### src/rtl/irq_agg_pkg.sv
package irq_agg_pkg;
  localparam int NGRP = 14;
  localparam int DW   = 16;
  localparam int AW   = 5;
  localparam int GRP_W [1:NGRP] = '{1, 12, 7, 8, 3, 3, 5, 5, 5, 5, 4, 16, 4, 1};

  function automatic int grp_base(int n);
    int s = 0;
    for (int i = 1; i < n; i++) s += GRP_W[i];
    return s;
  endfunction

  localparam int NSRC = grp_base(NGRP + 1);
endpackage

### src/rtl/irq_grp_slice.sv
module irq_grp_slice #(
  parameter int W = 4
) (
  input  logic         clk_i,
  input  logic         rst_ni,
  input  logic [W-1:0] src_i,
  input  logic         wr_pend_i,
  input  logic         wr_mask_i,
  input  logic [W-1:0] wdata_i,
  output logic [W-1:0] pend_o,
  output logic [W-1:0] mask_o,
  output logic         sum_o
);
  logic [W-1:0] clr;

  assign clr = wr_pend_i ? wdata_i : '0;

  always_ff @(posedge clk_i or negedge rst_ni) begin
    if (!rst_ni) begin
      pend_o <= '0;
      mask_o <= '0;
    end else begin
      // new level wins over a same-cycle clear
      pend_o <= src_i | (pend_o & ~clr);
      if (wr_mask_i) mask_o <= wdata_i;
    end
  end

  assign sum_o = |(pend_o & mask_o);
endmodule

### src/rtl/irq_root.sv
module irq_root #(
  parameter int NGRP = 14,
  parameter int DW   = 16
) (
  input  logic            clk_i,
  input  logic            rst_ni,
  input  logic [NGRP:1]   sum_i,
  input  logic            wr_mask_i,
  input  logic [DW-1:0]   wdata_i,
  output logic [DW-1:0]   g0_pend_o,
  output logic [DW-1:0]   g0_mask_o,
  output logic            irq_no
);
  localparam int PADW = DW - NGRP - 1;
  localparam logic [DW-1:0] VALID = {{PADW{1'b0}}, {NGRP{1'b1}}, 1'b0};

  assign g0_pend_o = {{PADW{1'b0}}, sum_i, 1'b0};

  always_ff @(posedge clk_i or negedge rst_ni) begin
    if (!rst_ni) begin
      g0_mask_o <= '0;
      irq_no    <= 1'b1;
    end else begin
      if (wr_mask_i) g0_mask_o <= wdata_i & VALID;
      irq_no <= ~|(g0_pend_o & g0_mask_o);
    end
  end
endmodule

### src/rtl/irq_group_agg.sv
module irq_group_agg
  import irq_agg_pkg::*;
#(
  parameter int NG = NGRP,
  parameter int DATW = DW,
  parameter int ADRW = AW,
  parameter int NS = NSRC
) (
  input  logic            clk_i,
  input  logic            rst_ni,
  input  logic [NS-1:0]   src_i,
  input  logic            we_i,
  input  logic [ADRW-1:0] addr_i,
  input  logic [DATW-1:0] wdata_i,
  output logic [DATW-1:0] rdata_o,
  output logic            irq_no
);
  logic [NS-1:0]   pend_flat;
  logic [NS-1:0]   mask_flat;
  logic [NG:1]     grp_sum;
  logic [DATW-1:0] pend_rd [1:NG];
  logic [DATW-1:0] mask_rd [1:NG];
  logic [DATW-1:0] g0_pend;
  logic [DATW-1:0] g0_mask;

  for (genvar g = 1; g <= NG; g++) begin : g_grp
    localparam int W = GRP_W[g];
    localparam int B = grp_base(g);
    logic [W-1:0] pend_w;
    logic [W-1:0] mask_w;
    logic         wr_p;
    logic         wr_m;

    assign wr_p = we_i && (addr_i == ADRW'(2 * g));
    assign wr_m = we_i && (addr_i == ADRW'(2 * g + 1));

    irq_grp_slice #(.W(W)) u_slice (
      .clk_i     (clk_i),
      .rst_ni    (rst_ni),
      .src_i     (src_i[B +: W]),
      .wr_pend_i (wr_p),
      .wr_mask_i (wr_m),
      .wdata_i   (wdata_i[W-1:0]),
      .pend_o    (pend_w),
      .mask_o    (mask_w),
      .sum_o     (grp_sum[g])
    );

    assign pend_flat[B +: W] = pend_w;
    assign mask_flat[B +: W] = mask_w;
    assign pend_rd[g] = DATW'(pend_w);
    assign mask_rd[g] = DATW'(mask_w);
  end

  irq_root #(.NGRP(NG), .DW(DATW)) u_root (
    .clk_i     (clk_i),
    .rst_ni    (rst_ni),
    .sum_i     (grp_sum),
    .wr_mask_i (we_i && (addr_i == ADRW'(1))),
    .wdata_i   (wdata_i),
    .g0_pend_o (g0_pend),
    .g0_mask_o (g0_mask),
    .irq_no    (irq_no)
  );

  always_comb begin
    rdata_o = '0;
    if (addr_i == ADRW'(0)) rdata_o = g0_pend;
    if (addr_i == ADRW'(1)) rdata_o = g0_mask;
    for (int g = 1; g <= NG; g++) begin
      if (addr_i == ADRW'(2 * g))     rdata_o = pend_rd[g];
      if (addr_i == ADRW'(2 * g + 1)) rdata_o = mask_rd[g];
    end
  end
endmodule

### config.mk
export PLATFORM = sky130hd
export DESIGN_NAME = irq_group_agg
export DESIGN_NICKNAME = d
export VERILOG_FILES = /design/src/rtl/irq_agg_pkg.sv /design/src/rtl/irq_grp_slice.sv /design/src/rtl/irq_root.sv /design/src/rtl/irq_group_agg.sv
export SDC_FILE = /design/constraint.sdc
export NUM_CORES = 1
export LEC_CHECK = 0
export BUFFER_PORTS_ARGS = -buffer_cell sky130_fd_sc_hd__buf_2
export CELL_PAD_IN_SITES_DETAIL_PLACEMENT = 0
export CELL_PAD_IN_SITES_GLOBAL_PLACEMENT = 1
export CORE_AREA = 10 10 179 181
export DETAILED_ROUTE_END_ITERATION = 7
export DIE_AREA = 0 0 189 191
export PLACE_DENSITY = 0.63
export SYNTH_ARGS = -nofsm -noshare
export SYNTH_HDL_FRONTEND = slang
export SYNTH_HIERARCHICAL = 1
export SYNTH_SLANG_ARGS = --single-unit
### constraint.sdc
create_clock -name clk_i -period 2.6 [get_ports clk_i]
set_clock_uncertainty 0.1 [all_clocks]
set_input_delay 0.26 -clock clk_i [delete_from_list [all_inputs] [get_ports clk_i]]
set_output_delay 0.26 -clock clk_i [all_outputs]
set_load 0.02 [all_outputs]
==> impl_metrics.py <==
metrics = {
    "status": {
        "status": "complete, but fails checks",
        "failed_checks": "setup timing",
    },
    "cts": {
        "clockBufferDepth": 2,
        "cts_buffers": 17,
        "h-tree-depth": 4,
        "cts-root-buf": "clkbuf_16",
        "clk_pin_slew_ns": 0.08,
        "insertion_delay_ns": 0.45,
        "clock_sinks": 173,
        "cts_tree": "built",
    },
    "synth": {
        "syn_area_per_cell_sq_um": 10.5,
        "yosys-top-cells-area": "dfrtp_1 (45%), a21o_1 (6.4%), nand2_1 (4.9%)",
        "synth-seq-cells": 173,
        "synthFlopType": "dfrtp_1",
        "ys_types": 76,
        "synth_enable_flop_cells": 0,
        "synth-async-reset-ratio_pct": 100,
        "synth_top_area_share_pct": 44.9,
        "synthCells": 914,
        "ys_seq_area_share_pct": 45.2,
        "netlist_area_sq_um": 9580,
        "yosysWarnings": 6,
        "yosysTopAreaCell": "dfrtp_1",
    },
    "worst_setup_path": {
        "worstPathArrival_ns": 2.71,
        "critPathMaxFanout": 2,
        "rrSetupSlack_ns": 0.09,
        "required_ns": 2.24,
        "worstSetupStartpointType": "register",
        "crit_type": "register to primary output",
        "worst_setup_path_end_kind": "primary output",
    },
    "final_layout": {
        "fin_cells": 1621,
        "final_util_pct": 45.9,
        "nNetsFinal": 1327,
        "fillers": 2783,
        "drive_gt1_share_pct": 34.8,
        "areaGrowthSynthToFinish_pct": 36.5,
        "antenna_cells": 0,
        "multi_input_area_sq_um": 4940,
        "final_cell_mix": "dfrtp_1 (169), buf_4 (147), nand2_1 (125), buf_2 (106), dlygate4sd3_1 (86)",
        "mostFrequentLayoutCell": "dfrtp_1",
        "seq_area_sq_um": 4330,
    },
    "timing": {
        "post-route-min-period_ns": 3.07,
        "hold_viol": 0,
        "rsz0062_at_grt": "yes",
        "final.setup.worst_slack_ns": -0.473,
        "tightest_slew_ns": 0.768,
        "slew_viol_final": 0,
        "finalCritPeriodShare_pct": 118,
        "worst_hold_slack_ns": 0.0426,
        "slew_headroom_pct": 48.8,
        "tns_ns": -1.78,
        "clock.fmax_ghz": 0.325,
        "setup_violations": 8,
    },
    "grt": {
        "grt.busiest_layer": "met2",
        "grt_start_max_net_pins": 54,
        "use_met1_pct": 28.3,
        "use_met2_pct": 31.5,
        "globalRouteMet3Util_pct": 3.19,
        "antenna_found_initial": 0,
        "overflow": 0,
        "grt_pass1_vias": 9071,
        "grtUsageTotal_pct": 20.3,
        "grt_pass1_wl_mm": 56.3,
    },
    "power": {
        "powerDensity_nw_per_um2": 576,
        "finalPower_mw": 7.54,
        "ir_worst_vdd_v": 0.000422,
        "p_leak_nw": 5.39,
    },
    "drt": {
        "first_pass_iters": 7,
        "wire_per_inst_um": 22.5,
        "via_count": 8614,
        "drt-initial-drc-count": 776,
        "drc": 0,
        "via_per_inst": 5.31,
        "ant_nets": 0,
        "totalWireLength_mm": 36.4,
    },
    "worst_hold_path": {
        "holdCritPathClass": "primary input to register",
    },
    "die": {
        "initial_core_util_pct": 33.7,
        "num_rows": 62,
        "top_level_ports": 120,
        "die_height_um": 191,
        "core_sq_um": 28500,
        "fp.dieW_um": 189,
        "fp.dieArea_sq_um": 36100,
    },
    "run": {
        "max-cap-violations": 0,
    },
    "placed_design": {
        "place_inst": 1484,
        "gp_congestion": 0.890,
        "portBuffers": 119,
        "dp_hpwl_mm": 26.6,
    },
}
[what timing repair did]
| action | 4_1_cts | 5_1_grt |
|---|---|---|
| setup buffers | 19 | 3 |
| hold buffers | 86 | 0 |
| endpoints found under the setup margin | 10 | 12 |
| hold endpoints to repair | 127 | 0 |
| pin swaps | 33 | 25 |
| gates resized for setup | 43 | 21 |
| gates cloned | 0 | 0 |
[synth_stat cells, drive strengths merged (3+ instances only)]
cell,instances
nor3b,5
a31oi,11
nand2,126
a221o,7
o31ai,4
a21oi,30
a22oi,42
o32ai,4
and2,7
a21o,82
o21a,5
or2,8
nand3,14
mux2i,7
dfrtp,172
o21ai,31
o22ai,10
inv,9
nand3b,4
clkbuf,7
nor2b,10
a221oi,13
a222oi,7
a32oi,4
nor3,13
nor2,54
a211oi,5
nor4,3
o21bai,4
buf,61
nand2b,10
mux2,98
mux4,4
a22o,9
[critical path, cell delays in order (launching register included)]
cell and delay, ns:
dfrtp_1 0.39, a222oi_1 0.41, nand3_1 0.22, mux4_2 0.51, a2bb2oi_2 0.15, a221oi_2 0.08
nor4_2 0.24, o21ai_2 0.12, buf_6 0.15
[routing by layer]
layer | part of all wire, % | vias up
met1 | 48 | 4343
met2 | 46 | 250
li1 | - | 3993
met5 | 0 | -
met4 | 1.8 | 0
met3 | 4.3 | 28
[registers in the layout, indices dropped and copies added, names as in the netlist]
signal,cells
u_root/g0_mask_o,14
g_grp.u_slice/mask_o,79
g_grp.u_slice/pend_o,79
u_root/irq_no,1
[final cells by class]
class / instances / share of cell area, %
multi-input combinational: 667 / 37.8
clock inverter: 14 / 1.08
timing repair buffer: 356 / 20.7
tap: 384 / 3.67
clock buffer: 18 / 3.36
sequential: 173 / 33.1
inverter: 9 / 0.258
[power by group]
part	leakage [nW]	switching [mW]	internal [mW]	total (mW)
logic	3.21	0.819	0.911	1.73
clock network	0.284	1.25	1.31	2.55
registers	1.89	0.268	2.99	3.26
[through the flow]
step | instance area [sq um] | setup WS [ns]
after floorplan | 9590 | 0.187
after global placement | 11200 | -0.286
after detailed placement | 11200 | -0.250
after CTS | 13000 | -0.516
after global routing | 13100 | -0.578
final | 13100 | -0.473
[cell families after synthesis]
group / count (synthesis) / synth area share, %
compound gates: 286 / 21.9
flops: 173 / 45.2
other cells: 1 / 0.0391
mux: 109 / 14.3
buf+inv: 77 / 5.22
simple gates: 268 / 13.4
[worst paths after layout]
kind | start | cells after the start | endpoint
setup / recovery | g_grp[3].u_slice/mask_o[4]$_DFFE_PN0P_ | 8 | rdata_o[3]
hold / removal | wdata_i[10] | 2 | g_grp[12].u_slice/mask_o[10]$_DFFE_PN0P_
setup reg to reg | g_grp[5].u_slice/pend_o[0]$_DFF_PN0_ | 11 | u_root/irq_no$_DFF_PN1_
hold reg to reg | g_grp[10].u_slice/mask_o[2]$_DFFE_PN0P_ | 1 | g_grp[10].u_slice/mask_o[2]$_DFFE_PN0P_
max in group asynchronous | rst_ni | 3 | g_grp[4].u_slice/mask_o[3]$_DFFE_PN0P_
min in group asynchronous | rst_ni | 2 | g_grp[14].u_slice/mask_o$_DFFE_PN0P_
No activity file was read; power rests on OpenSTA's default activity.
